$ cat src/rtl/pwfw_pkg.sv
package pwfw_pkg;

  localparam int unsigned FRAME_BYTES = 14;
  localparam int unsigned FRAME_BITS  = FRAME_BYTES * 8;

  typedef enum logic [1:0] {
    PH_IDLE,
    PH_CHARGE,
    PH_BITS,
    PH_PROG
  } pwfw_phase_e;

  // Byte at position idx of the write frame.
  function automatic logic [7:0] frame_byte(input logic [3:0] idx,
                                            input logic [63:0] data,
                                            input logic [15:0] crc);
    logic [7:0] b;
    case (idx)
      4'd0:    b = 8'hBB;
      4'd1:    b = 8'hEB;
      4'd2:    b = data[7:0];
      4'd3:    b = data[15:8];
      4'd4:    b = data[23:16];
      4'd5:    b = data[31:24];
      4'd6:    b = data[39:32];
      4'd7:    b = data[47:40];
      4'd8:    b = data[55:48];
      4'd9:    b = data[63:56];
      4'd10:   b = crc[7:0];
      4'd11:   b = crc[15:8];
      4'd12:   b = 8'h00;
      4'd13:   b = 8'h03;
      default: b = 8'h00;
    endcase
    return b;
  endfunction

  function automatic int unsigned max3(input int unsigned a,
                                       input int unsigned b,
                                       input int unsigned c);
    int unsigned m;
    m = a;
    if (b > m) m = b;
    if (c > m) m = c;
    return m;
  endfunction

endpackage

$ cat src/rtl/pwfw_tick.sv
module pwfw_tick #(
  parameter int unsigned TICKS = 100
) (
  input  logic clk,
  input  logic rst_n,
  input  logic clear,
  input  logic run,
  output logic unit_stb
);
  localparam int unsigned CW = (TICKS > 1) ? $clog2(TICKS) : 1;
  localparam logic [CW-1:0] LAST = CW'(TICKS - 1);

  logic [CW-1:0] tick_cnt;

  always_ff @(posedge clk or negedge rst_n) begin
    if (!rst_n) begin
      tick_cnt <= '0;
    end else if (clear) begin
      tick_cnt <= '0;
    end else if (run) begin
      if (tick_cnt == LAST) tick_cnt <= '0;
      else                  tick_cnt <= tick_cnt + 1'b1;
    end
  end

  assign unit_stb = run && (tick_cnt == LAST);

  AST_TICK_BOUND: assert property (@(posedge clk) disable iff (!rst_n)
    tick_cnt <= LAST);

  AST_TICK_CLEARED: assert property (@(posedge clk) disable iff (!rst_n)
    clear |=> (tick_cnt == '0));

endmodule

$ cat src/rtl/pwfw_frame_sel.sv
module pwfw_frame_sel
  import pwfw_pkg::*;
#(
  parameter int unsigned IDX_W = $clog2(FRAME_BITS)
) (
  input  logic [63:0]      data,
  input  logic [15:0]      crc,
  input  logic [IDX_W-1:0] bit_idx,
  output logic             bit_val,
  output logic             last_bit
);
  logic [3:0] byte_idx;
  logic [2:0] bit_pos;
  logic [7:0] cur_byte;

  assign byte_idx = bit_idx[IDX_W-1:3];
  assign bit_pos  = bit_idx[2:0];

  always_comb begin
    cur_byte = frame_byte(byte_idx, data, crc);
    bit_val  = cur_byte[bit_pos];
  end

  assign last_bit = (bit_idx == IDX_W'(FRAME_BITS - 1));

endmodule

$ cat src/rtl/pwfw_seq.sv
module pwfw_seq
  import pwfw_pkg::*;
#(
  parameter int unsigned CHARGE_UNITS   = 500,
  parameter int unsigned BIT_UNITS      = 20,
  parameter int unsigned ONE_GAP_UNITS  = 10,
  parameter int unsigned ZERO_GAP_UNITS = 3,
  parameter int unsigned PROG_UNITS     = 150,
  parameter int unsigned IDX_W          = $clog2(FRAME_BITS)
) (
  input  logic             clk,
  input  logic             rst_n,
  input  logic             accept,
  input  logic             unit_stb,
  input  logic             bit_val,
  input  logic             last_bit,
  output logic [IDX_W-1:0] bit_idx,
  output logic             field_on_o,
  output logic             busy_o,
  output logic             done_o
);
  localparam int unsigned MAXU   = max3(CHARGE_UNITS, BIT_UNITS, PROG_UNITS);
  localparam int unsigned UNIT_W = $clog2(MAXU + 1);
  localparam logic [UNIT_W-1:0] CH_LAST   = UNIT_W'(CHARGE_UNITS - 1);
  localparam logic [UNIT_W-1:0] BIT_LAST  = UNIT_W'(BIT_UNITS - 1);
  localparam logic [UNIT_W-1:0] PROG_LAST = UNIT_W'(PROG_UNITS - 1);
  localparam logic [UNIT_W-1:0] GAP_ONE   = UNIT_W'(ONE_GAP_UNITS);
  localparam logic [UNIT_W-1:0] GAP_ZERO  = UNIT_W'(ZERO_GAP_UNITS);

  pwfw_phase_e       phase;
  logic [UNIT_W-1:0] unit_cnt;
  logic [UNIT_W-1:0] gap_cur;
  logic [UNIT_W-1:0] unit_nxt;

  assign gap_cur  = bit_val ? GAP_ONE : GAP_ZERO;
  assign unit_nxt = unit_cnt + 1'b1;

  always_ff @(posedge clk or negedge rst_n) begin
    if (!rst_n) begin
      phase      <= PH_IDLE;
      unit_cnt   <= '0;
      bit_idx    <= '0;
      field_on_o <= 1'b0;
      busy_o     <= 1'b0;
      done_o     <= 1'b0;
    end else begin
      done_o <= 1'b0;
      case (phase)
        PH_IDLE: begin
          if (accept) begin
            phase      <= PH_CHARGE;
            unit_cnt   <= '0;
            bit_idx    <= '0;
            field_on_o <= 1'b1;
            busy_o     <= 1'b1;
          end
        end
        PH_CHARGE: begin
          if (unit_stb) begin
            if (unit_cnt == CH_LAST) begin
              phase      <= PH_BITS;
              unit_cnt   <= '0;
              field_on_o <= 1'b0;
            end else begin
              unit_cnt <= unit_nxt;
            end
          end
        end
        PH_BITS: begin
          if (unit_stb) begin
            if (unit_cnt == BIT_LAST) begin
              unit_cnt <= '0;
              if (last_bit) begin
                phase      <= PH_PROG;
                field_on_o <= 1'b1;
              end else begin
                bit_idx    <= bit_idx + 1'b1;
                field_on_o <= 1'b0;
              end
            end else begin
              unit_cnt <= unit_nxt;
              if (unit_nxt == gap_cur) field_on_o <= 1'b1;
            end
          end
        end
        PH_PROG: begin
          if (unit_stb) begin
            if (unit_cnt == PROG_LAST) begin
              phase      <= PH_IDLE;
              unit_cnt   <= '0;
              field_on_o <= 1'b0;
              busy_o     <= 1'b0;
              done_o     <= 1'b1;
            end else begin
              unit_cnt <= unit_nxt;
            end
          end
        end
        default: phase <= PH_IDLE;
      endcase
    end
  end

  AST_IDLE_FIELD_LOW: assert property (@(posedge clk) disable iff (!rst_n)
    !busy_o |-> !field_on_o);

  AST_DONE_SINGLE: assert property (@(posedge clk) disable iff (!rst_n)
    done_o |=> !done_o);

  AST_BUSY_FALLS_WITH_DONE: assert property (@(posedge clk) disable iff (!rst_n)
    $fell(busy_o) |-> done_o);

  AST_ACCEPT_RAISES_FIELD: assert property (@(posedge clk) disable iff (!rst_n)
    accept |=> (busy_o && field_on_o));

  AST_GAP_SHAPE: assert property (@(posedge clk) disable iff (!rst_n)
    (phase == PH_BITS) |-> (field_on_o == (unit_cnt >= gap_cur)));

  AST_PROG_FIELD_ON: assert property (@(posedge clk) disable iff (!rst_n)
    (phase == PH_PROG) |-> field_on_o);

endmodule

$ cat src/rtl/pwfw_writer.sv
module pwfw_writer
  import pwfw_pkg::*;
#(
  parameter int unsigned TICKS_PER_UNIT = 100,
  parameter int unsigned CHARGE_UNITS   = 500,
  parameter int unsigned BIT_UNITS      = 20,
  parameter int unsigned ONE_GAP_UNITS  = 10,
  parameter int unsigned ZERO_GAP_UNITS = 3,
  parameter int unsigned PROG_UNITS     = 150
) (
  input  logic        clk,
  input  logic        rst_n,
  input  logic        start_i,
  input  logic [63:0] data_i,
  input  logic [15:0] crc_i,
  output logic        field_on_o,
  output logic        busy_o,
  output logic        done_o
);
  localparam int unsigned IDX_W = $clog2(FRAME_BITS);

  logic             accept;
  logic             unit_stb;
  logic             bit_val;
  logic             last_bit;
  logic [IDX_W-1:0] bit_idx;
  logic [63:0]      data_q;
  logic [15:0]      crc_q;

  assign accept = start_i && !busy_o;

  always_ff @(posedge clk or negedge rst_n) begin
    if (!rst_n) begin
      data_q <= '0;
      crc_q  <= '0;
    end else if (accept) begin
      data_q <= data_i;
      crc_q  <= crc_i;
    end
  end

  pwfw_tick #(.TICKS(TICKS_PER_UNIT)) u_tick (
    .clk      (clk),
    .rst_n    (rst_n),
    .clear    (accept),
    .run      (busy_o),
    .unit_stb (unit_stb)
  );

  pwfw_frame_sel #(.IDX_W(IDX_W)) u_sel (
    .data     (data_q),
    .crc      (crc_q),
    .bit_idx  (bit_idx),
    .bit_val  (bit_val),
    .last_bit (last_bit)
  );

  pwfw_seq #(
    .CHARGE_UNITS   (CHARGE_UNITS),
    .BIT_UNITS      (BIT_UNITS),
    .ONE_GAP_UNITS  (ONE_GAP_UNITS),
    .ZERO_GAP_UNITS (ZERO_GAP_UNITS),
    .PROG_UNITS     (PROG_UNITS),
    .IDX_W          (IDX_W)
  ) u_seq (
    .clk        (clk),
    .rst_n      (rst_n),
    .accept     (accept),
    .unit_stb   (unit_stb),
    .bit_val    (bit_val),
    .last_bit   (last_bit),
    .bit_idx    (bit_idx),
    .field_on_o (field_on_o),
    .busy_o     (busy_o),
    .done_o     (done_o)
  );

  AST_START_IGNORED: assert property (@(posedge clk) disable iff (!rst_n)
    (busy_o && start_i) |=> ($stable(data_q) && $stable(crc_q)));

endmodule

$ cat config.mk
export PLATFORM = sky130hd
export DESIGN_NAME = pwfw_writer
export DESIGN_NICKNAME = d
export VERILOG_FILES = /design/src/rtl/pwfw_pkg.sv /design/src/rtl/pwfw_tick.sv /design/src/rtl/pwfw_frame_sel.sv /design/src/rtl/pwfw_seq.sv /design/src/rtl/pwfw_writer.sv
export SDC_FILE = /design/constraint.sdc
export NUM_CORES = 1
export LEC_CHECK = 0
export CORE_ASPECT_RATIO = 1.4
export CORE_UTILIZATION = 49
export CTS_CLUSTER_SIZE = 30
export DETAILED_ROUTE_END_ITERATION = 8
export GPL_ROUTABILITY_DRIVEN = 0
export PLACE_DENSITY = 0.76
export REMOVE_ABC_BUFFERS = 1
export SLEW_MARGIN = 5
export SYNTH_ARGS = -nofsm -noshare
export SYNTH_HDL_FRONTEND = slang
export SYNTH_SLANG_ARGS = --single-unit
$ cat constraint.sdc
create_clock -name clk -period 2.3 [get_ports clk]
set_input_delay 0.23 -clock clk [delete_from_list [all_inputs] [get_ports clk]]
set_output_delay 0.23 -clock clk [all_outputs]
set_load 0.02 [all_outputs]
==> results.json <==
{
  "antenna_found_initial": 0,
  "cts_root_buf": "clkbuf_16",
  "slew_headroom_pct": 54.6,
  "cp_cell_sequence": "buf_6 -> buf_12 -> nand2b_1 -> buf_4 -> nor2_1 -> o311a_1 -> a41oi_1 -> o2111a_1 -> buf_4 -> a31oi_1 -> a31oi_1",
  "cp_max_fo": 9,
  "max-cap-violations": 0,
  "io_pins": 86,
  "path_delay_family": "compound AO/OA/AOI/OAI gates",
  "period_minus_slack_ns": 2.33,
  "cpPeakStageDelay_ns": 0.46,
  "die_area_sq_um": 11900,
  "fin_nets": 720,
  "synth.most_common_cell": "dfrtp_1",
  "ys_seq_elements": 108,
  "core_sq_um": 11000,
  "grt_pass1_wl_mm": 23.2,
  "synthesis.instances": 500,
  "hpwl_mm": 10.3,
  "grt_pass1_vias": 4751,
  "wire_per_inst_um": 18.4,
  "instances_no_fill": 772,
  "drtIter0Drc": 201,
  "synth_top_cells_by_area": "dfrtp_1, mux2_2, o21ai_0, nand2_1, ha_1",
  "num_rows": 45,
  "hold_class": "primary input to async pin",
  "netSwitchingPower_uw": 864,
  "max_freq_mhz": 429,
  "skew_ns": 0.00536,
  "seq_area_sq_um": 2710,
  "crit_buf_inv": 4,
  "fillers": 823,
  "antenna_cells": 0,
  "synth_cell_types": 64,
  "pwr-share-seq_pct": 52.7,
  "die_w_um": 92.4,
  "crit_type": "flip-flop to flip-flop",
  "cpMaxStageDelayCell": "dfrtp_2",
  "crit_arrival_ns": 2.60,
  "fin_crit_sh_pct": 101,
  "num_vias": 4506,
  "hold_slack_ns": 0.458,
  "ys_async_sr_fraction_pct": 100,
  "ant_nets": 0,
  "io_buffers": 85,
  "grt_use_total_pct": 25.4,
  "drt-vias-per-instance": 5.84,
  "areaGrowthSynthToFinish_pct": 32.5,
  "clock_path_buffers": 2,
  "cp-start-kind": "flip-flop",
  "p_clk_share_pct": 36.8,
  "synth_edf_count": 0,
  "cts_tree": "built",
  "required_ns": 2.57,
  "combPwrFrac_pct": 10.5,
  "yosysWarningCount": 0,
  "yosys.area.top_type": "dfrtp_1",
  "layout-drive-gt1-share_pct": 30.1,
  "worst_slack_ns": -0.0303,
  "synth_top_area_share_pct": 48.2,
  "fin_total_pwr_uw": 4040,
  "multi_input_area_sq_um": 2790,
  "finalSetupViolations": 1,
  "die_y_um": 129,
  "firstDrtPassIters": 5,
  "remaining_drc_errors": 0,
  "internal_power_uw": 3170,
  "status": "finished, violations left",
  "cts_buffers": 9,
  "violations": "negative setup slack",
  "power.leakage_uw": 0.00307,
  "netlist_area_sq_um": 5610,
  "hold_violations": 0,
  "worstSkewPairLatency_ns": 0.35,
  "rsz0062_at_grt": "yes",
  "syn_avg_cell_area_sq_um": 11.2,
  "drt-total-wl_mm": 14.2,
  "finish.utilization_pct": 67.7,
  "yosysSeqAreaShare_pct": 48.2,
  "ys.flop_type": "dfrtp_1",
  "start_util_pct": 51.1,
  "end_kind": "flip-flop",
  "p_per_area_nw_per_um2": 543,
  "swShare_pct": 21.4,
  "cts-htree-levels": 3,
  "path_clk_slew_ns": 0.06,
  "ir_worst_vdd_mv": 0.300,
  "synth_common_cells": "dfrtp_1, mux2_2, nand2_1, clkbuf_1, o21ai_0",
  "drv_slew": 0,
  "worst_slew_pin_slew_ns": 0.681,
  "grt_max_degree": 84,
  "grt_overflow": 0,
  "dp.cells": 749,
  "clock_sinks": 108
}
[what timing repair did]
action / in CTS / in global routing
gates cloned: 1 / 0
endpoints found under the hold margin: 50 / 0
buffers inserted: 6 / 2
hold buffers: 1 / 0
setup endpoints to repair: 5 / 8
pin swaps: 9 / 4
resized for setup: 18 / 14
[cell usage in the layout, fill, tap and decap left out, drive strengths merged, types with 8 or more instances in the layout]
master         synthesis  final
nor2b                 14     14
buf                   10     70
dfrtp                108    108
nor3                   8      8
inv                   12     12
a21oi                 10     10
nand3                 14     14
nand2                 27     27
mux2                  83     83
ha                     8      8
a31oi                 11     11
mux2i                  9      9
clkdlybuf4s50          0     84
clkbuf                27     11
and3                  10     10
o21ai                 23     23
nor2                  19     19
[power groups by stage]
stage          combinational (uW)  sequential, uW  clock (uW)
2_1_floorplan                 208            2120           0
3_3_place_gp                  408            2160           0
3_5_place_dp                  422            2160           0
4_1_cts                       430            2130        1530
5_1_grt                       457            2140        1590
6_report                      423            2130        1490
[cell families (layout without fill, tap and decap cells)]
group,after synthesis,in the layout,synth area share [%]
AND/OR/NAND/NOR,129,129,12.7
adder cells (fa/ha/maj),8,8,1.78
buffers and inverters,49,180,3.68
XOR/XNOR,11,11,1.72
AO/OA/AOI/OAI,102,102,13.3
flip-flops,108,108,48.2
multiplexers,93,93,18.7
[per-layer routing]
metal / share of wire, % / vias to the layer above / GRT usage [%]
li1: - / 2109 / -
met1: 38 / 2212 / 27.8
met2: 54 / 143 / 47.1
met3: 3.8 / 42 / 4.31
met4: 3.9 / 0 / 12.1
met5: 0 / - / 0
[registers in the layout, summed over array words and instances, names as in the netlist]
name,flops
u_seq.phase,2
u_seq.done_o,1
u_seq.field_on_o,1
u_seq.unit_cnt,9
u_tick.tick_cnt,7
crc_q,16
u_seq.bit_idx,7
data_q,64
u_seq.busy_o,1
[metrics by stage]
step / setup WS (ns) / TNS, ns / area [sq um]
2_1_floorplan: -3.35 / -259.32 / 5450
3_3_place_gp: -0.0538 / -0.0538 / 6970
3_5_place_dp: -0.107 / -0.128 / 6970
4_1_cts: -0.0149 / -0.0149 / 7360
5_1_grt: -0.171 / -0.418 / 7430
6_report: -0.0303 / -0.0303 / 7430
[final timing paths]
check                            startpoint                 end  slack (ns)  cells past startpoint
max                        u_seq.bit_idx[5]    u_seq.field_on_o       -0.03                     11
min                                   rst_n  u_tick.tick_cnt[0]        0.46                      2
max reg2reg                u_seq.bit_idx[5]    u_seq.field_on_o       -0.03                     11
min reg2reg                       data_q[6]           data_q[6]        0.50                      1
max in group asynchronous             rst_n    u_seq.bit_idx[6]        1.09                      3
min in group clk                 data_i[19]          data_q[19]        0.46                      3
[cell type report]
class,instances,area share (%)
multi-input combinational,343,37.6
sequential,108,36.4
timing repair buffer,155,19.3
clock buffer,11,3.27
tap,141,2.37
inverter,12,0.606
clock inverter,2,0.505
[worst register-to-register path, cell delays in order (launching register included)]
cell and delay [ns]:
dfrtp_2 0.46, buf_6 0.16, buf_12 0.14, nand2b_1 0.09, buf_4 0.14, nor2_1 0.05, o311a_1 0.31, a41oi_1 0.25
o2111a_1 0.29, buf_4 0.13, a31oi_1 0.07, a31oi_1 0.17
No activity file was read; power rests on OpenSTA's default activity.
